--- config.mk ---
export PLATFORM = sky130hd
export DESIGN_NAME = cell_word_aligner
export DESIGN_NICKNAME = d
export VERILOG_FILES = /design/src/rtl/cwa_pkg.sv /design/src/rtl/cwa_matcher.sv /design/src/rtl/cwa_ctrl.sv /design/src/rtl/cell_word_aligner.sv
export SDC_FILE = /design/constraint.sdc
export NUM_CORES = 1
export LEC_CHECK = 0
export ABC_AREA = 1
export BUFFER_PORTS_ARGS = -buffer_cell sky130_fd_sc_hd__buf_2
export CAP_MARGIN = 20
export CORE_AREA = 2 2 123 65
export CTS_CLUSTER_DIAMETER = 40
export DETAILED_ROUTE_END_ITERATION = 16
export DIE_AREA = 0 0 125 67
export HOLD_SLACK_MARGIN = 0.15
export PLACE_DENSITY_LB_ADDON = 0.05
export SETUP_SLACK_MARGIN = 0.02
export SLEW_MARGIN = 20
export SYNTH_ARGS = -nofsm -noshare
export SYNTH_HDL_FRONTEND = slang
export SYNTH_HIERARCHICAL = 1
export SYNTH_SLANG_ARGS = --single-unit
--- constraint.sdc ---
create_clock -name clk -period 2.3 [get_ports clk]
set_input_delay 0.23 -clock clk [delete_from_list [all_inputs] [get_ports clk]]
set_output_delay 0.23 -clock clk [all_outputs]
set_load 0.05 [all_outputs]
--- src/rtl/cwa_pkg.sv ---
package cwa_pkg;
  typedef enum logic {
    ST_HUNT = 1'b0,
    ST_LOCK = 1'b1
  } align_st_e;
endpackage

--- src/rtl/cwa_matcher.sv ---
module cwa_matcher #(
  parameter int W = 16,
  parameter int SW = 8,
  parameter logic [SW-1:0] PAT = 8'hB8,
  localparam int RW = $clog2(W)
) (
  input  logic [W-1:0]  word,
  input  logic [RW-1:0] sel_rot,
  output logic          hit_any,
  output logic [RW-1:0] hit_rot,
  output logic          hit_sel,
  output logic [W-1:0]  sel_word
);
  logic [W-1:0] rot_words [W];
  logic [W-1:0] match;

  // one derotated view and one comparator per candidate lane shift
  for (genvar r = 0; r < W; r++) begin : g_rot
    for (genvar i = 0; i < W; i++) begin : g_bit
      assign rot_words[r][i] = word[(i + r) % W];
    end
    assign match[r] = (rot_words[r][W-1 -: SW] == PAT);
  end

  // lowest matching rotation wins
  always_comb begin
    hit_any = 1'b0;
    hit_rot = '0;
    for (int r = W - 1; r >= 0; r--) begin
      if (match[r]) begin
        hit_any = 1'b1;
        hit_rot = RW'(r);
      end
    end
  end

  assign hit_sel  = match[sel_rot];
  assign sel_word = rot_words[sel_rot];
endmodule

--- src/rtl/cwa_ctrl.sv ---
module cwa_ctrl
  import cwa_pkg::*;
#(
  parameter int CELL_WORDS = 32,
  parameter int MISS_LIMIT = 3,
  parameter int RW = 4,
  localparam int CW = $clog2(CELL_WORDS),
  localparam int EW = $clog2(MISS_LIMIT + 1)
) (
  input  logic          clk,
  input  logic          rst,
  input  logic          vld,
  input  logic          hit_any,
  input  logic [RW-1:0] hit_rot,
  input  logic          hit_sel,
  output logic [RW-1:0] sel_rot,
  output logic          emit_valid,
  output logic          emit_frame,
  output logic          locked
);
  localparam logic [CW-1:0] LAST = CW'(CELL_WORDS - 1);

  align_st_e     st_q, st_d;
  logic [RW-1:0] rot_q, rot_d;
  logic [CW-1:0] cnt_q, cnt_d;
  logic [EW-1:0] err_q, err_d;

  assign locked  = (st_q == ST_LOCK);
  assign sel_rot = locked ? rot_q : hit_rot;

  always_comb begin
    st_d       = st_q;
    rot_d      = rot_q;
    cnt_d      = cnt_q;
    err_d      = err_q;
    emit_valid = 1'b0;
    emit_frame = 1'b0;
    if (vld) begin
      if (!locked) begin
        if (hit_any) begin
          st_d       = ST_LOCK;
          rot_d      = hit_rot;
          cnt_d      = CW'(1);
          err_d      = '0;
          emit_valid = 1'b1;
          emit_frame = 1'b1;
        end
      end else begin
        cnt_d      = (cnt_q == LAST) ? '0 : cnt_q + 1'b1;
        emit_valid = 1'b1;
        if (cnt_q == '0) begin
          if (hit_sel) begin
            err_d      = '0;
            emit_frame = 1'b1;
          end else if (err_q == EW'(MISS_LIMIT - 1)) begin
            st_d       = ST_HUNT;
            err_d      = '0;
            emit_valid = 1'b0;
          end else begin
            err_d      = err_q + 1'b1;
            emit_frame = 1'b1;
          end
        end
      end
    end
  end

  always_ff @(posedge clk) begin
    if (rst) begin
      st_q  <= ST_HUNT;
      rot_q <= '0;
      cnt_q <= '0;
      err_q <= '0;
    end else begin
      st_q  <= st_d;
      rot_q <= rot_d;
      cnt_q <= cnt_d;
      err_q <= err_d;
    end
  end

  // lock is abandoned only after the limit-th consecutive miss
  assert_drop_after_limit_R8: assert property (@(posedge clk) disable iff (rst)
    $fell(locked) |-> ($past(err_q) == EW'(MISS_LIMIT - 1)));
  // miss count never reaches the limit while held
  assert_miss_bounded_R7: assert property (@(posedge clk) disable iff (rst)
    err_q < EW'(MISS_LIMIT));
  // rotation frozen while lock persists
  assert_rot_held_R9: assert property (@(posedge clk) disable iff (rst)
    (locked && $past(locked)) |-> $stable(rot_q));
endmodule

--- src/rtl/cell_word_aligner.sv ---
module cell_word_aligner #(
  parameter int DATA_W = 16,
  parameter int SYNC_W = 8,
  parameter logic [SYNC_W-1:0] SYNC_PAT = 8'hB8,
  parameter int CELL_WORDS = 32,
  parameter int MISS_LIMIT = 3,
  localparam int RW = $clog2(DATA_W)
) (
  input  logic              clk,
  input  logic              rst,
  input  logic [DATA_W-1:0] in_data,
  input  logic              in_valid,
  output logic [DATA_W-1:0] out_data,
  output logic              out_valid,
  output logic              out_frame,
  output logic              locked
);
  logic [DATA_W-1:0] in_q;
  logic              vld_q;
  logic              hit_any, hit_sel, emit_valid, emit_frame;
  logic [RW-1:0]     hit_rot, sel_rot;
  logic [DATA_W-1:0] sel_word;

  always_ff @(posedge clk) begin
    if (rst) begin
      in_q  <= '0;
      vld_q <= 1'b0;
    end else begin
      in_q  <= in_data;
      vld_q <= in_valid;
    end
  end

  cwa_matcher #(.W(DATA_W), .SW(SYNC_W), .PAT(SYNC_PAT)) u_match (
    .word    (in_q),
    .sel_rot (sel_rot),
    .hit_any (hit_any),
    .hit_rot (hit_rot),
    .hit_sel (hit_sel),
    .sel_word(sel_word)
  );

  cwa_ctrl #(.CELL_WORDS(CELL_WORDS), .MISS_LIMIT(MISS_LIMIT), .RW(RW)) u_ctrl (
    .clk       (clk),
    .rst       (rst),
    .vld       (vld_q),
    .hit_any   (hit_any),
    .hit_rot   (hit_rot),
    .hit_sel   (hit_sel),
    .sel_rot   (sel_rot),
    .emit_valid(emit_valid),
    .emit_frame(emit_frame),
    .locked    (locked)
  );

  always_ff @(posedge clk) begin
    if (rst) begin
      out_data  <= '0;
      out_valid <= 1'b0;
      out_frame <= 1'b0;
    end else begin
      out_data  <= sel_word;
      out_valid <= emit_valid;
      out_frame <= emit_frame;
    end
  end

  assert_frame_in_valid_R5: assert property (@(posedge clk) disable iff (rst)
    out_frame |-> out_valid);
  assert_frame_spacing_R5: assert property (@(posedge clk) disable iff (rst)
    out_frame |=> !out_frame);
  assert_out_needs_lock_R2: assert property (@(posedge clk) disable iff (rst)
    out_valid |-> locked);
  assert_lock_opens_cell_R3: assert property (@(posedge clk) disable iff (rst)
    $rose(locked) |-> out_frame);
  assert_gap_silent_R6: assert property (@(posedge clk) disable iff (rst)
    !vld_q |=> !out_valid);
endmodule

==> flow_summary.toml <==
[power_and_ir_drop]
ir_worst_vdd_mv = 0.275
p_sw_mw = 0.573
p_per_area_nw_per_um2 = 422
sw_frac_of_total_pct = 27.7
pwr-share-seq_pct = 42.0
leakagePower_nw = 2.47
comb_power_share_pct = 20.8
p_int_mw = 1.49
clockPowerShare_pct = 37.2

[synthesis]
synth.distinct_cells = 22
yosysTopAreaCellShare_pct = 29.4
synth_fp_nets = 577
netlist_instances = 555
yosys.area.top_type = "dfxtp_1"
syn_area_um2 = 3200
synth_area_per_cell_um2 = 5.76
synth.top_cells.by_area = "dfxtp_1, nand2_1, nor2_1, inv_1, o21ai_1"
ys_seq_area_share_pct = 29.4
synth_seq_cells = 47
yosysWarnings = 6

[routing]
ant_nets = 0
first_pass_iters = 5
drt-wirelength-per-cell_um = 12.2
drc = 0
routed_wl_mm = 9.76
vias_per_cell = 4.75
drt-initial-drc-count = 258
dr_total_vias = 3793

[die]
coreArea_um2 = 7210
row_count = 22
die_height_um = 67
fp.dieW_um = 125
die_area_um2 = 8380
start_util_pct = 44.3
ios = 38

[sta]
drv_slew = 0
fin_crit_ns = 2.47
totalNegativeSetupSlack_ns = -2.26
fin_skew_ns = 0.00659
slew_headroom_pct = 73.9
worst_slack_ns = -0.169
whs_ns = 0.154
timing.fmax_mhz = 405
setup_viol = 20
fin_crit_sh_pct = 107
worst-slew-pin-transition_ns = 0.392
hold_violations = 0
rsz0062_at_grt = "yes"

[placed_design]
pre_cts_ws_ns = -0.360
port_buffers = 37
placed_cells = 739
dpl_cell_area_um2 = 3850
gp_congestion = 0.989
dpl.hpwl_mm = 6.75

[global_route]
grt_overflow = 0
grt_antenna_before_repair = 0
grt_pass1_vias = 3418
grt_max_degree = 22
gr-usage-all-layers_pct = 23.7
grt_pass1_wl_mm = 15.8

[setup_path]
cp-start-kind = "register"
r2r_start = "in_q[5]"
worstSetupEndpointType = "register"
worstPathCellList = "inv_2 -> buf_4 -> buf_4 -> buf_4 -> buf_4 -> buf_4 -> buf_4 -> buf_4 -> buf_4 -> buf_4 -> buf_4 -> buf_4 -> o21ai_4 -> nand2_1 -> nand2_1 -> nand2_1 -> o21ai_1 -> nand2_1 -> nand2_1 -> inv_1 -> nor2_1"
reg2reg_slack_ns = -0.17
crit_slowest_cell = "dfxtp_2"
reg2reg_to = "out_data[3]"
max_stage_delay_ns = 0.35
cp-endpoint = "out_data[3]"
worstPathMaxFanout = 3
required_ns = 2.53
path_class = "reg -> reg"
ff2ff_path_depth = 21
crit_top_cell = "buf_4"
arrival_ns = 2.70
crit_start = "in_q[5]"

[finish]
final_nets = 723
fill_cells = 644
syn_to_final_growth_pct = 53.3
layout_common_cells = "nand2_1, buf_4, nor2_1"
post_layout_nonfiller_instances = 798
n_antenna_cell = 0
multi_input_area_um2 = 2120
final_common_cell = "nand2_1"
drive_gt1_share_pct = 36.9
finalInstanceArea_um2 = 4900
regArea_um2 = 973

[flow_run]
maxCapViolCount = 0

[clocking]
clk_latency_ns = 0.29
numCtsBuffers = 5
cts_sinks = 47
clockBufferDepth = 2
clk_pin_slew_worst_paths_ns = 0.06
cts_root_buf = "clkbuf_16"
tritoncts = "built"
h-tree-depth = 2

[min_path]
hold_class = "in -> reg"

[status]
status = "finished with violations"
failed_checks = "setup timing"
-- flip-flops by register name, summed over array words and instances, names as in the netlist --
register and flops:
u_ctrl/err_q 2, out_valid 1, out_frame 1, in_q 16, u_ctrl/rot_q 4, u_ctrl/cnt_q 5
vld_q 1, u_ctrl/locked 1, out_data 16
-- Yosys cell counts, drive strengths merged --
cell type	number
clkbuf	5
nor2	88
mux2i	8
nand4	6
nand3	27
inv	77
nand2	221
o21ai	38
dfxtp	47
clkinv	1
ha	3
buf	13
nor3	10
a21oi	11
-- cell type report --
class,instances,share of cell area [%]
multi-input cells,412,43.3
well taps,96,2.45
clock buffers,8,3.19
repair buffers,157,24.8
flip-flops and latches,47,19.9
inverters,78,6.31
-- cells by family after synthesis --
logic type | after synthesis | synth area share, %
buffers and inverters | 96 | 15.0
multiplexers | 8 | 2.51
AO/OA/AOI/OAI | 49 | 8.38
AND/OR/NAND/NOR | 352 | 43.5
adder cells (fa/ha/maj) | 3 | 1.17
flip-flops | 47 | 29.4
-- through the flow --
stage | total power [mW] | utilization (%)
detailed placement | 1.22 | 53.4
CTS | 2.05 | 64.6
floorplan | 1.09 | -
finish | 2.07 | 67.9
global placement | 1.22 | 53.4
global route | 2.15 | 67.9
-- critical path: cells and delay by family, from the launching register on --
kind / cells / cell delay (ns)
AO/OA/AOI/OAI: 2 / 0.23
buffers and inverters: 13 / 1.43
flip-flops: 1 / 0.35
AND/OR/NAND/NOR: 6 / 0.41
-- routing by layer --
metal	global-route usage, %	vias to the layer above	wire [um]
met5	0	-	0
met2	40.6	120	4350
met1	30.3	1673	4560
met4	6.39	0	132
li1	-	1984	-
met3	5.78	16	711
-- power groups by stage --
stage	Clock (mW)	Combinational, mW	Sequential [mW]
floorplan	0	0.161	0.931
global placement	0	0.332	0.885
detailed placement	0	0.333	0.885
CTS	0.786	0.398	0.868
global route	0.811	0.470	0.870
finish	0.770	0.430	0.868
-- worst min-delay path by stage --
stage                     to  cells after the start  slack (ns)  startpoint
4_1_cts              in_q[1]                      3        0.15  in_data[1]
6_report             in_q[1]                      3        0.15  in_data[1]
3_3_place_gp         in_q[9]                      3        0.43  in_data[9]
2_1_floorplan  u_ctrl/locked                      1        0.29         rst
3_5_place_dp           vld_q                      3        0.44    in_valid
5_1_grt              in_q[1]                      3        0.16  in_data[1]
-- timing repair --
action / in CTS / in global routing
buffers inserted: 34 / 7
endpoints found under the hold margin: 13 / 0
hold buffers: 13 / 0
gates resized for setup: 68 / 59
endpoints found under the setup margin: 21 / 22
gates cloned: 2 / 1
pin swaps: 14 / 32
(Power assumes the default switching activity.)
